`src/rtl/tick_timer_pkg.sv`:
```
package tick_timer_pkg;

    typedef enum logic [1:0] {
        MODE_OFF     = 2'b00,
        MODE_RESTART = 2'b01,
        MODE_ONESHOT = 2'b10,
        MODE_FREE    = 2'b11
    } tick_mode_e;

    localparam int CTRL_FLAG_BITS = 4;

endpackage

```
`src/rtl/tick_match.sv`:
```
module tick_match #(
    parameter int CNT_W = 32,
    parameter int PER_W = 28
) (
    input  logic [CNT_W-1:0] count,
    input  logic [PER_W-1:0] period,
    output logic             hit
);
    generate
        if (CNT_W == PER_W) begin : g_full
            assign hit = (count == period);
        end else begin : g_low
            // upper count bits are left out of the comparison
            assign hit = (count[PER_W-1:0] == period);
        end
    endgenerate
endmodule

```
`src/rtl/tick_count_step.sv`:
```
module tick_count_step
    import tick_timer_pkg::*;
#(
    parameter int CNT_W = 32
) (
    input  tick_mode_e       mode,
    input  logic             hit,
    input  logic [CNT_W-1:0] count,
    input  logic             load,
    input  logic [CNT_W-1:0] load_val,
    output logic [CNT_W-1:0] count_nx
);
    logic [CNT_W-1:0] count_inc;

    assign count_inc = count + CNT_W'(1);

    always_comb begin
        if (load) begin
            count_nx = load_val;                    // load beats increment
        end else begin
            unique case (mode)
                MODE_OFF:     count_nx = count;
                MODE_RESTART: count_nx = hit ? '0 : count_inc;
                MODE_ONESHOT: count_nx = hit ? count : count_inc;
                MODE_FREE:    count_nx = count_inc;
                default:      count_nx = count;
            endcase
        end
    end
endmodule

```
`src/rtl/tick_timer.sv`:
```
module tick_timer
    import tick_timer_pkg::*;
#(
    parameter int REG_W = 32
) (
    input  logic             clk,
    input  logic             rst_n,
    input  logic             wr_en,
    input  logic             wr_addr,
    input  logic [REG_W-1:0] wr_data,
    input  logic             exc_en,
    output logic [REG_W-1:0] mode_rd,
    output logic [REG_W-1:0] count_rd,
    output logic             irq
);
    localparam int PER_W  = REG_W - CTRL_FLAG_BITS;
    localparam int MODE_H = REG_W - 1;
    localparam int IE_B   = REG_W - 3;
    localparam int IP_B   = REG_W - 4;

    typedef struct packed {
        tick_mode_e       mode;
        logic             ie;
        logic             ip;
        logic [PER_W-1:0] period;
        logic [REG_W-1:0] count;
    } tick_state_t;

    tick_state_t      st_d, st_q;
    logic             hit;
    logic             wr_ctrl, wr_cnt;
    logic [REG_W-1:0] count_nx;

    assign wr_ctrl = wr_en && !wr_addr;
    assign wr_cnt  = wr_en &&  wr_addr;

    tick_match #(.CNT_W(REG_W), .PER_W(PER_W)) match_i (
        .count  (st_q.count),
        .period (st_q.period),
        .hit    (hit)
    );

    tick_count_step #(.CNT_W(REG_W)) step_i (
        .mode     (st_q.mode),
        .hit      (hit),
        .count    (st_q.count),
        .load     (wr_cnt),
        .load_val (wr_data),
        .count_nx (count_nx)
    );

    always_comb begin
        st_d       = st_q;
        st_d.count = count_nx;
        if (wr_ctrl) begin
            st_d.mode   = tick_mode_e'(wr_data[MODE_H -: 2]);
            st_d.ie     = wr_data[IE_B];
            st_d.ip     = wr_data[IP_B];
            st_d.period = wr_data[PER_W-1:0];
        end else if (hit && st_q.ie) begin
            st_d.ip = 1'b1;
        end
    end

    always_ff @(posedge clk or negedge rst_n) begin
        if (!rst_n) st_q <= '0;
        else        st_q <= st_d;
    end

    assign mode_rd  = {st_q.mode, st_q.ie, st_q.ip, st_q.period};
    assign count_rd = st_q.count;
    assign irq      = st_q.ip & st_q.ie & exc_en;

    p_off_hold_r2: assert property (@(posedge clk) disable iff (!rst_n)
        (st_q.mode == MODE_OFF && !wr_cnt) |=> $stable(count_rd));

    p_ctrl_wr_keeps_r3: assert property (@(posedge clk) disable iff (!rst_n)
        (wr_ctrl && st_q.mode == MODE_OFF) |=> $stable(count_rd));

    p_free_inc_r4: assert property (@(posedge clk) disable iff (!rst_n)
        (st_q.mode == MODE_FREE && !wr_cnt) |=> (count_rd == $past(count_rd) + REG_W'(1)));

    p_oneshot_stop_r5: assert property (@(posedge clk) disable iff (!rst_n)
        (st_q.mode == MODE_ONESHOT && hit && !wr_cnt) |=> $stable(count_rd));

    p_restart_zero_r6: assert property (@(posedge clk) disable iff (!rst_n)
        (st_q.mode == MODE_RESTART && hit && !wr_cnt) |=> (count_rd == '0));

    p_ip_set_r7: assert property (@(posedge clk) disable iff (!rst_n)
        (hit && st_q.ie && !wr_ctrl) |=> mode_rd[IP_B]);

    p_ip_quiet_r7: assert property (@(posedge clk) disable iff (!rst_n)
        (!st_q.ie && !st_q.ip && !wr_ctrl) |=> !mode_rd[IP_B]);

    p_cnt_load_r10: assert property (@(posedge clk) disable iff (!rst_n)
        wr_cnt |=> (count_rd == $past(wr_data)));

endmodule

```
`config.mk`:
```
export PLATFORM = sky130hd
export DESIGN_NAME = tick_timer
export DESIGN_NICKNAME = d
export VERILOG_FILES = /design/src/rtl/tick_timer_pkg.sv /design/src/rtl/tick_match.sv /design/src/rtl/tick_count_step.sv /design/src/rtl/tick_timer.sv
export SDC_FILE = /design/constraint.sdc
export NUM_CORES = 1
export LEC_CHECK = 0
export BUFFER_PORTS_ARGS = -buffer_cell sky130_fd_sc_hd__buf_4
export CELL_PAD_IN_SITES_DETAIL_PLACEMENT = 0
export CELL_PAD_IN_SITES_GLOBAL_PLACEMENT = 1
export CORE_ASPECT_RATIO = 0.8
export CORE_UTILIZATION = 30
export DETAILED_ROUTE_END_ITERATION = 8
export PLACE_DENSITY = 0.68
export SLEW_MARGIN = 20
export SYNTH_ARGS = -nofsm -noshare
export SYNTH_HDL_FRONTEND = slang
export SYNTH_SLANG_ARGS = --single-unit
```
`constraint.sdc`:
```
create_clock -name clk -period 6.15 [get_ports clk]
set_clock_uncertainty 0.1 [all_clocks]
set_input_delay 0 -clock clk [delete_from_list [all_inputs] [get_ports clk]]
set_output_delay 0 -clock clk [all_outputs]
set_load 0.01 [all_outputs]
```
======== Word-level counts from Yosys, hierarchy flattened ========
Cells that the tools add are included.
word-level totals
  flip-flop bits (word level) ............. 64
  bits in latches ......................... 0
  bits in writable memories ............... 0
  bits in read-only memories .............. 0
  input bits .............................. 37
  output and inout port bits .............. 65
  logic and storage cells ................. 27
  memories ................................ 0
operators by class
  add/sub/neg operators ................... 1
  multiply operators ...................... 0
  divide/modulo/power cells ............... 0
  order comparisons ....................... 0
  equality and inequality tests ........... 6
  shift operators ......................... 0
  mux-type cells .......................... 6
  bitwise gates (word level) .............. 2
  reduce and logical (&&, ||, !) cells .... 7
operator list
  cell                                           number
  2-to-1 mux 32 bit                              3
  case mux 32 bit (3 select lines)               1
  adder 32 x 1 -> 32 bit, second input constant  1
  == test 28 bit                                 1
  == test 2 bit, second input constant           2
  logical AND 1 bit                              3
  != test 3 x 2 -> 1 bit, second input constant  1
  AND 1 bit                                      2
  == test 2 x 1 -> 1 bit, second input constant  1
  zero test 2 bit                                1
  2-to-1 mux 1 bit                               2
  != test 2 x 1 -> 1 bit, second input constant  1
  AND reduction 2 bit                            1
  nonzero test 2 bit                             1
  zero test 1 bit                                1

======== Longest topological paths before layout ========
Gate-level depths: netlist (run 1).
  word-level depth ........................ 4
  mapped depth ............................ 10

======== Hierarchy ========
Synthesis (run 1) repeated with hierarchy kept, for this count alone.
unflattened totals
  cells, all modules ...................... 375
  area total of the unflattened synthesis .. 3973.8 µm²
by module, submodules not included
  module           times used  cells an instance  area each (µm²)  seq. area each (µm²)
  tick_timer       1           105                2175.8           1601.5
  tick_count_step  1           233                1490.2           0.0
  tick_match       1           37                 307.8            0.0

======== Least setup slack after synthesis (run 1) ========
No wires, ideal clock.
  path type ............................... reg2reg
  from .................................... reg st_q (netlist bit count_rd[4])
  to ...................................... reg st_q (netlist bit count_rd[19])
  data arrival time ....................... 2.267 ns
  data required time ...................... 5.924 ns
  slack ................................... 3.657 ns
  cell stages (with the launch flop) ...... 10
  path buffers ............................ 2
  period minus slack after synthesis ...... 2.493 ns
  cells stage by stage .................... dfrtp_1 -> buf_6 -> xor2_1 -> nor4_2 -> nand4_1 -> o41ai_4 -> or3_4 -> buf_6 -> o21ai_2 -> a221o_1
between the ends
  longest elaborated chain between the ends .. 4
  elaborated cells on any way between the ends .. 8
  classes of those cells .................. add/sub (1); eq/ne (2); mux (4); reduce/logical (1)
ends and longest elaborated chain
  element                                                   RTL line                                      source
  start, declared                                           tick_timer.sv:29                              tick_state_t st_d, st_q;
  start signal, assigned                                    tick_timer.sv:67                              else st_q <= st_d;
  adder 32 x 1 -> 32 bit or == test 28 bit (tied branches)  tick_count_step.sv:15, tick_match.sv:14
  2-to-1 mux 32 bit, on equally long branches               tick_count_step.sv:24, tick_count_step.sv:23
  case mux 32 bit (3 select lines)                          tick_count_step.sv:21                         unique case (mode)
  2-to-1 mux 32 bit                                         tick_count_step.sv:18                         if (load) begin
Several ways; a longest one is shown, not always the timed one. The select of a mux whose other input is x is not followed.
A chain may end at the register's enable or synchronous reset.

======== Worst setup path after layout (run 1) ========
  from .................................... reg st_q (netlist bit count_rd[23])
  to ...................................... reg st_q (netlist bit count_rd[21])
between the ends
  longest elaborated chain between the ends .. 4
  elaborated cells on any way between the ends .. 6
  classes of those cells .................. eq/ne (2); mux (3); reduce/logical (1)
ends and longest elaborated chain
  element                           RTL line               source
  == test 28 bit (*)                tick_match.sv:14       assign hit = (count[PER_W-1:0] == period);
  2-to-1 mux 32 bit                 tick_count_step.sv:23  MODE_RESTART: count_nx = hit ? '0 : count_inc;
  case mux 32 bit (3 select lines)  tick_count_step.sv:21
  2-to-1 mux 32 bit                 tick_count_step.sv:18
Every way passes the cells marked *; elsewhere a longest branch is shown, timed or not.

==> implementation parameters, run 1 <==
Parameter                              Value

Layout
  Diode insertion count for antenna repair    0
  Post-layout net count    approximately 540
  Layout cell share with drive strength beyond 1    approximately 32%
  Area of all placed cells without fillers    just over 5000 sq um
  Final standard cell count with taps included and fillers excluded    about 650
  Core occupancy in the finished layout    around 44%
  P&R area growth vs syn    40.6%

Power and ir drop
  Leakage dissipation    2.28 nW
  Power density over the cells    317 nW/um^2
  Largest vdd supply drop    0.153 mV

Outcome
  Status    finished, final reports clean

Routing
  Detailed-route wire length    approximately 12 mm
  Remaining routing DRC violations    0
  Average routed wire per standard cell    18.1 um
  Via count normalized by instance count    about 5.3
  Total number of vias    around 3400
  Detailed-routing iteration count for the pre-antenna-repair pass    5
  Antenna Violating Nets Remaining    0
  Iter 0 DRT Violations    between 150 and 200

Clock network
  CTS Root Buffer Type    clkbuf_16
  Num Clock Sinks    64
  Worst-path clk slew    around 50 ps
  Clock tree from TritonCTS    built
  Clk buf depth    2
  Level count of the clock H-tree    3
  Total clock buffers created by CTS    9
  Clock insertion delay at the later pin of the skew report    roughly 330 ps
  Post_cts resized    0

Synthesis
  Top cell types by occurrence after synthesis    dfrtp_1 (64), mux2_2 (31), nand2_1 (29)
  Largest family of logic cells by synthesized area    simple AND/OR/NAND/NOR gates
  Synth top area share    approximately 43%
  Fraction of synthesized cell area in xor and xnor cells    between 6 and 7%
  Count of unique library cells instantiated by Yosys    47
  Sequential element share of the synthesized area    between 40% and 50%
  Fraction of synthesized area in multiplexers    approximately a tenth
  Cell type with the highest aggregate area in the netlist    dfrtp_1
  Leading register cell type out of synthesis    dfrtp_1
  Synthesis-stage register bit count    64
  Share of the synthesized area in compound gates (AO/OA/AOI/OAI)    between 10% and 20%
  Total of warnings raised by yosys    0
  Nets in the synthesized netlist    between 400 and 500
  Basic-gate share of the synthesized area counting and, or, nand and nor cells    between 10% and 20%
  Syn Std Cell Area    ~3700 sq um
  Synth top area cells    dfrtp_1 (43%), mux2_2 (9.4%), xor2_1 (5.7%), a221o_1 (3.0%), nor3_1 (3.0%)
  Post-synthesis cell count    375
  Fraction of synthesis flops using an asynchronous set or reset pin    100%
  Leading cell type by number of instances after synthesis    dfrtp_1
  Post-synthesis adder-cell area fraction    0.339%
  Post-synth EDFFs    0
  Synthesized area per cell    9.85 sq um

STA
  Worst slew margin    28.4%
  Slew at the pin closest to its max-slew limit    between 1000 and 1500 ps
  Upper clock frequency limit    about 310 MHz
  Hold violation count in the final report    0
  Setup Viol. Count Final    0
  Final cycle utilization of the critical path    a little over half
  Unrepaired setup endpoints after global routing    no
  Sum of negative setup slack    0 ps
  Number of max-slew violations in the final report    0
  Final min period    approximately 3200 ps

Floorplan
  Die boundary height    approximately 100 um
  Placement Rows    35
  Starting density of the core    31.5%
  Num ports    roughly 100
  Width of the chip    126 um
  Core area    between 10000 and 15000 sq um
  Total Die Area    12800 sq um

Critical path
  Critical Path Source    count_rd[23]
  Crit Reg-Reg Endpoint    count_rd[21]
  Worst Setup EP    count_rd[21]
  Cell breakdown of the critical path    xor2_1 -> nor4_1 -> nand4_1 -> nor3_1 -> mux2i_1 -> o211ai_1 -> a211oi_1
  Endpoint kind of the worst setup timing path    flop
  CP startpoint kind    flop
  Largest stage delay on the critical path    just over 900 ps
  Start-to-end type of the worst setup path    flop to flop
  Reg2Reg Depth    7
  Worst reg2reg startpoint    count_rd[23]
  Maximum fanout encountered on the critical timing path    8
  Cell type of the slowest stage on the worst timing path    nor3_1
  Reg-to-reg slack, setup    around 2900 ps
  Data arrival time at the worst-slack endpoint    around 3400 ps
  Critical path data required time    between 6000 and 7000 ps

Placed design
  Post-Place Cell Area    around 4500 sq um
  GP Congestion    a little under 0.8
  DP HPWL    8.18 mm
  Buffers on Ports    between 100 and 150
  Placed Cells    about 600

Global routing
  GRT Residual Overflow    0
  Number of global-route vias before repair    3317
  Global-route wire length before repair    between 15 and 20 mm
  Overall Global Routing Usage    between 10% and 20%
  Maximum number of pins on one net before global-route repair    65
  Antenna violations before repair    0

Run
  Max-capacitance violation count    0

Worst hold path
  Tightest Hold Check Type    input pin to flop
[through the flow]
stage | power (mW) | hold slack [ps] | setup slack (ps)
2_1_floorplan | 0.867 | -396 | 3660
3_3_place_gp | 1.10 | 74.9 | 3050
3_5_place_dp | 1.11 | 69.9 | 3000
4_1_cts | 1.67 | 180 | 2970
5_1_grt | 1.75 | 238 | 2680
6_report | 1.65 | 201 | 2950
[layer usage]
metal  wire [um]  up-vias  GRT usage [%]
met5           0        -              0
met4         125        0           5.28
met3         760       12           5.28
met2        5020      127           27.7
met1        5900     1664           29.0
li1            -     1632              -
[worst max-delay path: cells and delay by family (launching register included)]
kind / cells / cell delay (ps)
AND/OR/NAND/NOR: 3 / 1770
flip-flops: 1 / 460
AO/OA/AOI/OAI: 2 / 290
multiplexers: 1 / 290
XOR/XNOR: 1 / 200
[flip-flops by register name, indices dropped and copies added (netlist names)]
name	count
count_rd	32
mode_rd	32
[worst min-delay path by stage]
stage | endpoint | from | cells after the start
5_1_grt | count_rd[28] | wr_en | 4
4_1_cts | count_rd[28] | wr_en | 4
3_3_place_gp | mode_rd[7] | rst_n | 1
2_1_floorplan | count_rd[0] | rst_n | 0
3_5_place_dp | mode_rd[8] | rst_n | 1
6_report | count_rd[28] | wr_en | 4
[area by class of cell]
| cell class | count | area (sq um) |
|---|---|---|
| Clock buffer | 14 | 284 |
| Inverter | 13 | 48.8 |
| Sequential cell | 64 | 1600 |
| Multi-Input combinational cell | 275 | 1930 |
| Clock inverter | 2 | 35.0 |
| Fill cell | 1165 | 6540 |
| Tap cell | 148 | 185 |
| Timing Repair Buffer | 137 | 1110 |
[where the power goes]
group	internal (mW)	switching (mW)	total [mW]
combinational	0.251	0.232	0.483
clock	0.357	0.178	0.535
sequential	0.499	0.131	0.630
[layout by cell type (no fill, tap or decap), types with 2 or more instances in the layout]
| master | instances |
|---|---|
| mux2_2 | 31 |
| o21ai_0 | 16 |
| o31a_1 | 4 |
| o21a_1 | 4 |
| a21o_1 | 6 |
| a32oi_1 | 3 |
| o2bb2ai_1 | 2 |
| a221o_1 | 11 |
| a22oi_1 | 3 |
| and2_1 | 4 |
| o21ai_1 | 6 |
| nand3_1 | 9 |
| inv_1 | 13 |
| clkbuf_8 | 4 |
| xnor2_1 | 4 |
| mux2i_1 | 2 |
| nor4_1 | 8 |
| and3_1 | 8 |
| or3_1 | 4 |
| o211ai_1 | 5 |
| or2_2 | 5 |
| a311oi_1 | 2 |
| clkbuf_16 | 9 |
| a21oi_1 | 20 |
| nand2_1 | 29 |
| dfrtp_1 | 64 |
| buf_4 | 104 |
| xor2_1 | 24 |
| nor2_1 | 13 |
| nor3_1 | 22 |
| o311ai_1 | 3 |
| dlygate4sd3_1 | 33 |
| nand4_1 | 11 |
[cell families after synthesis]
group,Yosys count
compound gates,90
xor+xnor,28
fa+ha+maj,1
buf+inv,36
flops,64
mux,33
simple gates,123
[what timing repair did]
item                      4_1_cts  5_1_grt
buffers inserted                0        0
hold endpoints to repair      128        0
hold buffers                   33        0
Power figures use the tool's default switching activity.
==> run 2: changes to the inputs <==
--- a/config.mk
+++ b/config.mk
@@ -5,13 +5,14 @@
 export SDC_FILE = /design/constraint.sdc
 export NUM_CORES = 1
 export LEC_CHECK = 0
+export ABC_AREA = 1
 export BUFFER_PORTS_ARGS = -buffer_cell sky130_fd_sc_hd__buf_4
 export CELL_PAD_IN_SITES_DETAIL_PLACEMENT = 0
 export CELL_PAD_IN_SITES_GLOBAL_PLACEMENT = 1
 export CORE_ASPECT_RATIO = 0.8
 export CORE_UTILIZATION = 30
 export DETAILED_ROUTE_END_ITERATION = 8
-export PLACE_DENSITY = 0.68
+export PLACE_DENSITY = 0.74
 export SLEW_MARGIN = 20
 export SYNTH_ARGS = -nofsm -noshare
 export SYNTH_HDL_FRONTEND = slang
==> constraint.sdc (replaced) <==
create_clock -name clk -period 2.8 [get_ports clk]
set_clock_uncertainty 0.1 [all_clocks]
set_input_delay 0 -clock clk [delete_from_list [all_inputs] [get_ports clk]]
set_output_delay 0 -clock clk [all_outputs]
set_load 0.01 [all_outputs]
==> implementation parameters, run 2 <==
Parameter                              Value

STA
  Number of max-slew violations in the final report    0 (unchanged)
  Setup Viol. Count Final    0 (unchanged)
  Upper clock frequency limit    406 MHz (+30%)
  Final min period    2460 ps (-741 ps)
  Hold violation count in the final report    0 (unchanged)
  Unrepaired setup endpoints after global routing    no
  Minimum setup slack in the final design    340 ps (-2610 ps)
  Slew at the pin closest to its max-slew limit    861 ps (-205 ps)
  Sum of negative setup slack    0 ps (unchanged)
  Worst slew margin    42.6% (+14 points)
  Final cycle utilization of the critical path    87.9% (+36 points)

Synthesis
  Count of unique library cells instantiated by Yosys    26 (-45%)
  Synthesis-stage register bit count    64 (unchanged)
  Synth top area cells    dfrtp_1 (38%), nand2_1 (23%), nand3_1 (7.4%), xnor2_1 (5.8%), inv_1 (5.4%)
  Total of warnings raised by yosys    0 (unchanged)
  Nets in the synthesized netlist    653 (+58%)
  Cell type with the highest aggregate area in the netlist    dfrtp_1
  Post-synthesis cell count    615 (+64%)
  Synthesized area per cell    6.85 sq um (-30%)
  Top cell types by occurrence after synthesis    nand2_1 (261), dfrtp_1 (64), nand3_1 (62)
  Syn Std Cell Area    4220 sq um (+14%)
  Synth top area share    38.0% (-5.4 points)
  Post-synth EDFFs    0 (unchanged)
  Leading register cell type out of synthesis    dfrtp_1
  Fraction of synthesis flops using an asynchronous set or reset pin    100% (unchanged)
  Sequential element share of the synthesized area    38.0% (-5.4 points)
  Leading cell type by number of instances after synthesis    nand2_1

Routing
  Iter 0 DRT Violations    217 (+18%)
  Detailed-routing iteration count for the pre-antenna-repair pass    4 (-1)
  Remaining routing DRC violations    0 (unchanged)
  Detailed-route wire length    12.7 mm (+8.0%)
  Antenna Violating Nets Remaining    0 (unchanged)
  Average routed wire per standard cell    13.9 um (-23%)
  Via count normalized by instance count    4.53 (-14%)
  Total number of vias    4164 (+21%)

Layout
  Total of fill cells in the finished design    1455 (+25%)
  P&R area growth vs syn    34.4%
  Highest-count cells in the layout ignoring fill and taps    nand2_1 (261), buf_4 (106), dfrtp_1 (64)
  Diode insertion count for antenna repair    0 (unchanged)
  Most common library cell in the layout ignoring fill and taps    nand2_1
  Core occupancy in the finished layout    41.5% (-2.7 points)
  Post-layout net count    775 (+44%)
  Layout cell share with drive strength beyond 1    19.2% (-13 points)
  Area of all placed cells without fillers    5670 sq um (+9.1%)

Clock network
  Clock tree from TritonCTS    built
  Worst-path clk slew    50 ps (about the same)
  Post_cts resized    0 (unchanged)
  CTS hold repair buffers    33 (unchanged)
  Clock insertion delay at the later pin of the skew report    340 ps (about the same)
  Num Clock Sinks    64 (unchanged)
  CTS Root Buffer Type    clkbuf_16
  Level count of the clock H-tree    3 (unchanged)
  Post-CTS repair timing setup buffer count    0 (unchanged)
  Clk buf depth    2 (unchanged)
  Total clock buffers created by CTS    9 (unchanged)

Floorplan
  Die boundary height    108 um (+6.7%)
  Placement Rows    38 (+8.6%)
  Num ports    102 (unchanged)
  Starting density of the core    30.9% (-0.59 points)
  Core area    13600 sq um (+16%)
  Total Die Area    14500 sq um (+14%)
  Width of the chip    135 um (+6.7%)

Critical path
  Maximum fanout encountered on the critical timing path    32 (+24)
  Reg2Reg Depth    12 (+5)
  CP startpoint kind    flop
  Crit Reg-Reg Endpoint    count_rd[5]
  Worst Setup EP    count_rd[5]
  Worst reg2reg startpoint    count_rd[17]
  Critical Path Source    count_rd[17]
  Endpoint kind of the worst setup timing path    flop
  Critical path data required time    2920 ps (-3380 ps)
  Start-to-end type of the worst setup path    flop to flop
  Reg-to-reg slack, setup    340 ps (-2610 ps)
  Data arrival time at the worst-slack endpoint    2590 ps (-760 ps)

Global routing
  GRT Residual Overflow    0 (unchanged)
  Global-route wire length before repair    21.0 mm (+11%)
  Number of global-route vias before repair    4045 (+22%)
  Maximum number of pins on one net before global-route repair    65 (unchanged)
  Antenna violations before repair    0 (unchanged)
  Overall Global Routing Usage    18.7% (-0.88 points)

Power and ir drop
  Leakage dissipation    2.94 nW (+29%)
  Total power    3.94 mW (+140%)
  Power density over the cells    695 nW/um^2 (+120%)
  Largest vdd supply drop    0.292 mV (+90%)

Placed design
  Post-Place Cell Area    5060 sq um (+11%)
  Buffers on Ports    101 (unchanged)
  GP Congestion    0.870 (+9.5%)
  Post-placement worst setup slack    410 ps (-2590 ps)
  DP HPWL    8.93 mm (+9.2%)

Worst hold path
  Tightest Hold Check Type    input pin to flop
  Startpoint of the worst hold path    wr_en

Run
  Max-capacitance violation count    0 (unchanged)

Outcome
  Status    finished, final reports clean
## run 2: cell count changes after synthesis, moves of 11 or more
cell,previous run,this run
nand2_1,29,261
nand3_1,9,62
inv_1,13,61
mux2_2,31,0
xnor2_1,4,28
nor2_1,13,34
a21oi_1,20,1
a221o_1,11,0
nand3_2,0,11
nor3_1,22,11
## run 2: final cells by class
cell class,count,area [sq um],area share [%]
Multi-Input combinational cell,457,2190,38.7
Sequential cell,64,1600,28.3
Timing Repair Buffer,139,1130,19.9
Clock buffer,14,274,4.84
Inverter,66,248,4.37
Tap cell,180,225,3.98
## run 2: metal layers
layer  wire, um  global-route usage [%]  up-vias  share of wire, %
li1           -                       -     2139                 -
met1       6590                    26.9     1906                52
met2       5380                    28.3      104                42
met3        590                    3.38       15               4.6
met4        178                    5.46        0               1.4
met5          0                       0        -                 0
## run 2: cell families (layout without fill, tap and decap cells)
kind of cell               Yosys count  count (layout)  share of synthesized area [%]
xor gates and xnor gates            45              45                           9.35
buffers and inverters               94             219                           10.2
DFF                                 64              64                           38.0
AOI/OAI and AO/OA                   11              11                           1.37
and+or+nand+nor                    400             400                           40.8
adders and majority gates            1               1                          0.297
## run 2: report_power, final
part	switching [mW]	internal [mW]	leakage (nW)
combinational	0.719	0.667	2.02
sequential	0.369	1.12	0.786
clock	0.398	0.662	0.135
## run 2: stage by stage
stage	hold WS, ps	std cells
final	96.2	920
after global routing	140	920
after CTS	80.9	920
after detailed placement	73.4	873
after global placement	70.1	873
after floorplan	-396	615
## run 2: critical path: stages, from the launching register on
cell     delay (ps)
dfrtp_1         460
inv_1           160
nand2_1          70
nand2_1          60
nand2_1          50
nor2_1          260
nand2_1         110
nor2_2          170
nand2_1          80
nand2_2          70
nand2_2         400
nand3_1         260
nand2_1          70
## run 2: how the worst min path moves through the flow
stage                   end  cells after the start
6_report       count_rd[24]                      6
3_3_place_gp    mode_rd[27]                      1
3_5_place_dp    mode_rd[26]                      1
4_1_cts        count_rd[17]                      6
5_1_grt        count_rd[26]                      6
2_1_floorplan   count_rd[0]                      0
